## config.mk

```make
export PLATFORM = sky130hd
export DESIGN_NAME = tmr_ext_unit
export DESIGN_NICKNAME = d
export VERILOG_FILES = /design/src/rtl/tmr_ext_pkg.sv /design/src/rtl/tmr_pin_filter.sv /design/src/rtl/tmr_ext_ctrl.sv /design/src/rtl/tmr_ext_datapath.sv /design/src/rtl/tmr_ext_unit.sv
export SDC_FILE = /design/constraint.sdc
export NUM_CORES = 1
export LEC_CHECK = 0
export BUFFER_PORTS_ARGS = -buffer_cell sky130_fd_sc_hd__buf_2
export CAP_MARGIN = 10
export CORE_UTILIZATION = 40
export DETAILED_ROUTE_END_ITERATION = 10
export HOLD_SLACK_MARGIN = 0.08
export PLACE_DENSITY = 0.8
export SYNTH_ARGS = -nofsm -noshare
export SYNTH_HDL_FRONTEND = slang
export SYNTH_SLANG_ARGS = --single-unit
```

## constraint.sdc

```tcl
create_clock -name clk -period 3 [get_ports clk]
set_clock_uncertainty 0.2 [all_clocks]
set_input_delay 0.6 -clock clk [delete_from_list [all_inputs] [get_ports clk]]
set_output_delay 0.6 -clock clk [all_outputs]
set_load 0.01 [all_outputs]
```

## src/rtl/tmr_ext_pkg.sv

```systemverilog
package tmr_ext_pkg;

  // capture edge selection codes
  localparam logic [1:0] EDGE_FALL = 2'b00;
  localparam logic [1:0] EDGE_RISE = 2'b01;
  localparam logic [1:0] EDGE_BOTH = 2'b10;

  // strobes from control to datapath / timer
  typedef struct packed {
    logic countInc;
    logic capLatch;
    logic cntReset;
  } extStrobes_t;

endpackage

```

## src/rtl/tmr_pin_filter.sv

```systemverilog
module tmr_pin_filter #(
  parameter int DB_LEN = 3
) (
  input  logic clk,
  input  logic rstN,
  input  logic rawIn,
  input  logic dbEn,
  output logic level
);
  localparam int RUN_W = $clog2(DB_LEN + 1);

  logic [1:0]       syncReg;
  logic             syncLevel;
  logic [RUN_W-1:0] runLen;

  always_ff @(posedge clk or negedge rstN) begin
    if (!rstN) syncReg <= '0;
    else       syncReg <= {syncReg[0], rawIn};
  end
  assign syncLevel = syncReg[1];

  // accept a new level after DB_LEN consecutive differing samples
  always_ff @(posedge clk or negedge rstN) begin
    if (!rstN) begin
      level  <= 1'b0;
      runLen <= '0;
    end else if (!dbEn) begin
      level  <= syncLevel;
      runLen <= '0;
    end else if (syncLevel == level) begin
      runLen <= '0;
    end else if (runLen == RUN_W'(DB_LEN - 1)) begin
      level  <= syncLevel;
      runLen <= '0;
    end else begin
      runLen <= runLen + 1'b1;
    end
  end

  generate
    if (DB_LEN >= 3) begin : g_dbChk
      // a filtered change is backed by a stable synchronized history
      a_r10_stable_before_accept: assert property (@(posedge clk) disable iff (!rstN)
        (dbEn && $past(dbEn) && level != $past(level)) |->
          ($past(syncLevel) == level && $past(syncLevel, 2) == level));
    end
  endgenerate
endmodule

```

## src/rtl/tmr_ext_ctrl.sv

```systemverilog
module tmr_ext_ctrl
  import tmr_ext_pkg::*;
(
  input  logic        clk,
  input  logic        rstN,
  input  logic        cntLevel,
  input  logic        capLevel,
  input  logic        cfgCountRising,
  input  logic [1:0]  cfgCapEdge,
  input  logic        cfgCapEnable,
  input  logic        cfgCapResets,
  output extStrobes_t strobes
);
  logic prevCnt, prevCap;
  logic cntRise, cntFall, capRise, capFall;
  logic capHit, capEvent;

  always_ff @(posedge clk or negedge rstN) begin
    if (!rstN) begin
      prevCnt <= 1'b0;
      prevCap <= 1'b0;
    end else begin
      prevCnt <= cntLevel;
      prevCap <= capLevel;
    end
  end

  assign cntRise = cntLevel & ~prevCnt;
  assign cntFall = ~cntLevel & prevCnt;
  assign capRise = capLevel & ~prevCap;
  assign capFall = ~capLevel & prevCap;

  always_comb begin
    case (cfgCapEdge)
      EDGE_FALL: capHit = capFall;
      EDGE_RISE: capHit = capRise;
      EDGE_BOTH: capHit = capRise | capFall;
      default:   capHit = 1'b0;
    endcase
  end

  assign capEvent         = capHit & cfgCapEnable;
  assign strobes.countInc = cfgCountRising ? cntRise : cntFall;
  assign strobes.capLatch = capEvent & ~cfgCapResets;
  assign strobes.cntReset = capEvent & cfgCapResets;

  // increment strobe lasts a single cycle
  a_r2_single_pulse: assert property (@(posedge clk) disable iff (!rstN)
    strobes.countInc |=> !strobes.countInc);
  // strobe only after the filtered level settles at the chosen polarity
  a_r2_polarity: assert property (@(posedge clk) disable iff (!rstN)
    strobes.countInc |-> (cntLevel == cfgCountRising));
  // reserved edge code never acts
  a_r4_reserved_silent: assert property (@(posedge clk) disable iff (!rstN)
    (cfgCapEdge == 2'b11) |-> !(strobes.capLatch || strobes.cntReset));
  // disabled capture function never acts
  a_r5_disabled_silent: assert property (@(posedge clk) disable iff (!rstN)
    !cfgCapEnable |-> !(strobes.capLatch || strobes.cntReset));
  // an edge takes one route only
  a_r7_one_route: assert property (@(posedge clk) disable iff (!rstN)
    !(strobes.capLatch && strobes.cntReset));
endmodule

```

## src/rtl/tmr_ext_datapath.sv

```systemverilog
module tmr_ext_datapath
  import tmr_ext_pkg::*;
#(
  parameter int CW = 24
) (
  input  logic          clk,
  input  logic          rstN,
  input  extStrobes_t   strobes,
  input  logic [CW-1:0] timerCount,
  input  logic          flagClear,
  input  logic          irqEn,
  output logic [CW-1:0] capData,
  output logic          capFlag,
  output logic          capIrq
);
  always_ff @(posedge clk or negedge rstN) begin
    if (!rstN) begin
      capData <= '0;
      capFlag <= 1'b0;
    end else begin
      if (strobes.capLatch) begin
        capData <= timerCount;
        capFlag <= 1'b1;
      end else if (flagClear) begin
        capFlag <= 1'b0;
      end
    end
  end

  assign capIrq = capFlag & irqEn;

  // capture loads the count of the detection cycle and sets the flag
  a_r6_latch: assert property (@(posedge clk) disable iff (!rstN)
    strobes.capLatch |=> (capFlag && capData == $past(timerCount)));
  // without a latch strobe the data holds
  a_r7_data_hold: assert property (@(posedge clk) disable iff (!rstN)
    !strobes.capLatch |=> $stable(capData));
  // clear without a concurrent capture drops the flag
  a_r8_clear: assert property (@(posedge clk) disable iff (!rstN)
    (flagClear && !strobes.capLatch) |=> !capFlag);
  // flag is sticky until cleared
  a_r8_sticky: assert property (@(posedge clk) disable iff (!rstN)
    (capFlag && !flagClear) |=> capFlag);
endmodule

```

## src/rtl/tmr_ext_unit.sv

```systemverilog
module tmr_ext_unit
  import tmr_ext_pkg::*;
#(
  parameter int CW     = 24,
  parameter int DB_LEN = 3
) (
  input  logic          clk,
  input  logic          rstN,
  input  logic          cntPinIn,
  input  logic          capPinIn,
  input  logic          cmpOutIn,
  input  logic          cfgCapFromCmp,
  input  logic          cfgCountRising,
  input  logic          cfgCountDebounce,
  input  logic [1:0]    cfgCapEdge,
  input  logic          cfgCapEnable,
  input  logic          cfgCapResets,
  input  logic          cfgCapIrqEn,
  input  logic          cfgCapDebounce,
  input  logic          capFlagClear,
  input  logic [CW-1:0] timerCount,
  output logic          countInc,
  output logic          counterReset,
  output logic [CW-1:0] capData,
  output logic          capFlag,
  output logic          capIrq
);
  localparam int NPINS = 2; // index 0: count input, 1: capture input

  logic [NPINS-1:0] rawPins, dbEns, levels;
  extStrobes_t      strobes;

  assign rawPins = {(cfgCapFromCmp ? cmpOutIn : capPinIn), cntPinIn};
  assign dbEns   = {cfgCapDebounce, cfgCountDebounce};

  for (genvar p = 0; p < NPINS; p++) begin : g_pin
    tmr_pin_filter #(.DB_LEN(DB_LEN)) i_filter (
      .clk   (clk),
      .rstN  (rstN),
      .rawIn (rawPins[p]),
      .dbEn  (dbEns[p]),
      .level (levels[p])
    );
  end

  tmr_ext_ctrl i_ctrl (
    .clk            (clk),
    .rstN           (rstN),
    .cntLevel       (levels[0]),
    .capLevel       (levels[1]),
    .cfgCountRising (cfgCountRising),
    .cfgCapEdge     (cfgCapEdge),
    .cfgCapEnable   (cfgCapEnable),
    .cfgCapResets   (cfgCapResets),
    .strobes        (strobes)
  );

  tmr_ext_datapath #(.CW(CW)) i_dp (
    .clk        (clk),
    .rstN       (rstN),
    .strobes    (strobes),
    .timerCount (timerCount),
    .flagClear  (capFlagClear),
    .irqEn      (cfgCapIrqEn),
    .capData    (capData),
    .capFlag    (capFlag),
    .capIrq     (capIrq)
  );

  assign countInc     = strobes.countInc;
  assign counterReset = strobes.cntReset;
endmodule

```

# Yosys cells after proc, flatten, opt, wreduce, memory -nomap -nowiden
# Cells that the tools add are included.
dict set report totals {
  word_cells 57
  ff_bits 37
  inputBits 39
}
dict set report classes {
  reduce_logical 4
  add_sub_neg 2
  bitwise 14
  n_eq_ne 10
  mux 17
}
# operator n
set ops {}
lappend ops {{$mux 2} 6}
lappend ops {{$mux 1} 10}
lappend ops {{$and 1x1->1} 8}
lappend ops {{$eq 2x2->1 const B} 3}
lappend ops {{$not 1->1} 5}
lappend ops {{$add 2x1->2 const B} 2}
lappend ops {{$ne 2x1->1 const B} 2}
lappend ops {{$ne 2x2->1 const B} 2}
lappend ops {{$reduce_and 2->1} 2}
lappend ops {{$pmux 1 s3} 1}
lappend ops {{$eq 1x1->1} 2}
lappend ops {{$eq 2x1->1 const B} 1}
lappend ops {{$logic_not 2->1} 1}
lappend ops {{$reduce_bool 2->1} 1}
lappend ops {{$or 1x1->1} 1}

# Depth between registers and ports, before layout
dict set report logic_depth {
  ltp_word 7
  mapped_depth 7
  depth_no_buf 6
}

# Cells and area by module
# From an unflattened synthesis, not the netlist that was laid out.
dict set report hier_totals {
  hier_cells 95
  hier_area_um2 1572.8
}
# module area_per_inst_um2 seq_area_each_um2 cells_each instances
set modules_own_cells {}
lappend modules_own_cells {tmr_ext_datapath 1036.0 625.6 55 1}
lappend modules_own_cells {{tmr_pin_filter (g_pin[0].i_filter)} 180.2 125.1 11 1}
lappend modules_own_cells {{tmr_pin_filter (g_pin[1].i_filter)} 178.9 125.1 11 1}
lappend modules_own_cells {tmr_ext_ctrl 162.7 50.0 17 1}
lappend modules_own_cells {tmr_ext_unit 15.0 0.0 1 1}

# Worst setup path after synthesis
# OpenSTA, ideal clock, no wires.
dict set report synth_path {
  path_type {reg2out}
  start {reg g_pin[1].i_filter.level}
  end {out counterReset}
  required_ns 2.200
  slack_ns 0.936
  n_path_buf 0
  stages_incl_launch_ff 7
  arrival_ns 1.264
  path_cell_list {dfrtp_1 inv_1 ha_1 inv_1 mux2i_1 o21ai_0 and3_1}
}
dict set report synth_between {
  elab_chain_cells 6
  word_cells_on_any_way 7
  cone_classes {mux: 1; bitwise: 6}
}
# element line_no
set synth_lines {}
lappend synth_lines {{from (decl)} tmr_pin_filter.sv:8} ;# output logic level
lappend synth_lines {{from (signal assigned)} tmr_pin_filter.sv:28} ;# level <= syncLevel;
lappend synth_lines {{from (signal assigned)} tmr_pin_filter.sv:33} ;# level <= syncLevel;
lappend synth_lines {{$not 1->1} tmr_ext_ctrl.sv:31} ;# assign capFall = ~capLevel & prevCap;
lappend synth_lines {{$and 1x1->1} tmr_ext_ctrl.sv:31}
lappend synth_lines {{$or 1x1->1} tmr_ext_ctrl.sv:37} ;# EDGE_BOTH: capHit = capRise | capFall;
lappend synth_lines {{$pmux 1 s3 (*)} tmr_ext_ctrl.sv:34} ;# case (cfgCapEdge)
lappend synth_lines {{$and 1x1->1 (*)} tmr_ext_ctrl.sv:42} ;# assign capEvent = capHit & cfgCapEnable;
lappend synth_lines {{$and 1x1->1 (*)} tmr_ext_ctrl.sv:45} ;# assign strobes.cntReset = capEvent & cfgCapResets;
lappend synth_lines {{to (decl)} tmr_ext_unit.sv:23} ;# output logic counterReset,
# Mark *: on every way between the ends. The rest lies on a longest branch, timed or not.

# Final worst setup path
# Same ends and word-level chain as after synthesis.

==> results.txt <==
Met2 Track Usage GR: 25.55%
Final core occ: 56.12%
Post-route cell area: 0.001917 sq mm
Hold crit path type: in -> async
MaxCap Viol Count: 0
# IOs: 67
TritonCTS clock tree: built
Global route overflow: 0
Post-route DRC: 0
Sum of negative setup slack: 0 ns
Finish-stage setup viols: 0
Unrepaired setup endpoints after global routing: no
Pwr per Cell Area: 778.0 mW/mm^2
Psw: 0.4273 mW
Vias per inst: 4.735
Num CTS Buffers: 5
Hold buffer count at CTS: 0
Antenna Cells: 0
Crit-path cells: inv_1 > ha_1 > inv_1 > mux2i_1 > o21ai_0 > and3_1 > buf_2
Detailed Place HPWL: 2029 microns
FP Rows: 21
Die Width: 62.39 microns
CTS H-Tree Depth: 2
Post-CTS Resized: 0
Combinational power share: 27.6%
Area delta synth->final: 31.39%
Share of total power in the clock network: 23.5%
Layer with the highest usage: met2
Drt pass-1 iters: 2
Critical path type: reg -> out
Number of post-CTS setup repair buffers: 0
Net count, final: 209
Internal Power: 1.064 mW
F_max: 385.5 MHz
Layout cell share with drive strength beyond 1: 47.34%
Chip height: 62.39 microns
Max transition margin: 46.74%
Final Hold Vio Count: 0
Vias in the first global route: 1,079
Starting Density: 42.71%
Worst vdd ir: 0.4498 mV
Critical Path Start Type: register
Root Driver: clkbuf_4
Crit-path max FO: 4
Synth Register Bits: 37
Top_reg_cell synth: dfrtp_1
Syn nets: 137
Async S/R FF share, synth: 100.0%
Worst path arrival time: 1.79 ns
Antenna violations before repair: 0
Post-Syn Area: 0.001459 sq mm
Die Area: 0.003893 sq mm
Top delay family on crit path: flip-flops
Crit path required time: 2.20 ns
First-pass GRT wire length: 4374 microns
Leak Pwr: 0.9851 nW
CP Buf/Inv Count: 3
Skew-Pair Late Insertion Delay: 0.33 ns
Leading cell types in the layout, fill and taps excluded: buf_2 (66), dfrtp_1 (37), mux2_1 (22)
WL final: 2608 microns
CP endpoint kind: output pin
Max Slew Vio Count: 0
Cell variety after synth: 23
CP most frequent cell: inv_1
Hold_ws: 0.1463 ns
Critical Path Max Stage Delay: 0.41 ns
Slowest CP cell: dfrtp_1
Synth Instances: 96
Commonest non-fill, non-tap cell in the layout: buf_2
Core area: 0.003416 sq mm
Met3 Usage GRT: 4.197%
Buffers added on ports: 66
Status: finished, final reports clean
ANT nets after route: 0
Largest net degree at the start of global routing: 38
CTS Buffer Depth: 2
GP Congestion: 0.6776
Gr usage total: 14.70%
Worst-margin pin slew: 0.7989 ns
Fin crit period: 2.594 ns
Sequential power share: 49.0%
Overall via count from detail_route: 1,018
Crit share post-route: 86.47%
Sequential fraction of the synthesis area: 63.46%
Initial DRC count: 23
Synth Warn #: 0
Number of flops mapped to enable cells by yosys: 0
Grt met1 use: 16.14%
DP Area: 0.001832 sq mm
Register clock-pin slew on the reported worst setup and hold paths: 0.10 ns
Wire per inst: 12.13 microns
Syn_area_per_cell: 15.20 sq um
Net Sw Frac: 28.65%
Clock sinks: 37
==> worst paths after layout <==
| kind | from | cells after the start | to | slack [ns] |
|---|---|---|---|---|
| worst max-delay path | g_pin[1].i_filter.level$_DFFE_PN0P_ | 7 | counterReset | 0.41 |
| worst min-delay path | rstN | 1 | i_dp.capData[6]$_DFFE_PN0P_ | 0.15 |
| worst max register to register | g_pin[1].i_filter.level$_DFFE_PN0P_ | 7 | i_dp.capData[13]$_DFFE_PN0P_ | 0.89 |
| worst min register to register | g_pin[0].i_filter.syncReg[0]$_DFF_PN0_ | 0 | g_pin[0].i_filter.syncReg[1]$_DFF_PN0_ | 0.17 |
| max in group asynchronous | rstN | 1 | g_pin[1].i_filter.level$_DFFE_PN0P_ | 1.95 |
| min in group clk | g_pin[0].i_filter.syncReg[0]$_DFF_PN0_ | 0 | g_pin[0].i_filter.syncReg[1]$_DFF_PN0_ | 0.17 |
==> layout make-up <==
type | instances | area [sq um]
clock buffers | 7 | 55.05
clock inverters | 1 | 30.03
fillers | 294 | 1499
inverters | 7 | 26.28
multi-input cells | 50 | 484.2
flip-flops and latches | 37 | 925.9
well taps | 46 | 57.56
repair buffers | 67 | 337.8
==> worst register-to-register path: stages, from the launching register on <==
cell     delay (ns)
dfrtp_1        0.41
inv_1          0.08
ha_1           0.28
inv_1          0.04
mux2i_1        0.26
o32ai_4        0.13
buf_4          0.25
mux2_1         0.36
==> cell families (layout without fill, tap and decap cells) <==
logic type / after synthesis / in the layout / share of synthesized area, %
flops: 37 / 37 / 63.46
mux: 27 / 27 / 20.75
compound gates: 7 / 7 / 4.117
fa+ha+maj: 2 / 2 / 1.715
buf+inv: 9 / 82 / 3.344
simple gates: 12 / 12 / 5.404
xor+xnor: 2 / 2 / 1.201
==> through the flow <==
stage / power [mW] / worst slack [ns] / cells
3_3_place_gp: 1.134 / 0.7631 / 207
2_1_floorplan: 0.9456 / 0.9360 / 96
6_report: 1.491 / 0.4060 / 215
5_1_grt: 1.582 / 0.2302 / 215
3_5_place_dp: 1.161 / 0.7058 / 207
4_1_cts: 1.515 / 0.3729 / 215
==> metal layers <==
metal  part of all wire (%)  routed length [microns]
met2                     52                     1350
met1                     40                     1047
met3                    5.7                      149
met5                      0                        0
met4                    2.3                       60
==> cells in the mapped netlist, types with 2 or more instances <==
cell / count / area share, %
buf_6: 2 / 1.5
dfrtp_1: 37 / 63
ha_1: 2 / 1.7
inv_1: 6 / 1.5
mux2_1: 22 / 17
mux2_2: 4 / 3.1
nand2_1: 3 / 0.77
o21ai_0: 5 / 1.7
==> power groups by stage <==
| stage | clock network (mW) | logic [mW] | registers (mW) |
|---|---|---|---|
| 2_1_floorplan | 0 | 0.139 | 0.806 |
| 3_3_place_gp | 0 | 0.405 | 0.730 |
| 3_5_place_dp | 0 | 0.421 | 0.741 |
| 4_1_cts | 0.363 | 0.421 | 0.732 |
| 5_1_grt | 0.381 | 0.452 | 0.749 |
| 6_report | 0.350 | 0.411 | 0.730 |
==> sequential cells by signal, summed over array words and instances, names as in the netlist <==
name / flops
g_pin.i_filter.syncReg: 4
i_ctrl.prevCnt: 1
g_pin.i_filter.runLen: 4
g_pin.i_filter.level: 2
i_dp.capFlag: 1
i_dp.capData: 24
i_ctrl.prevCap: 1
Power figures use the tool's default switching activity.
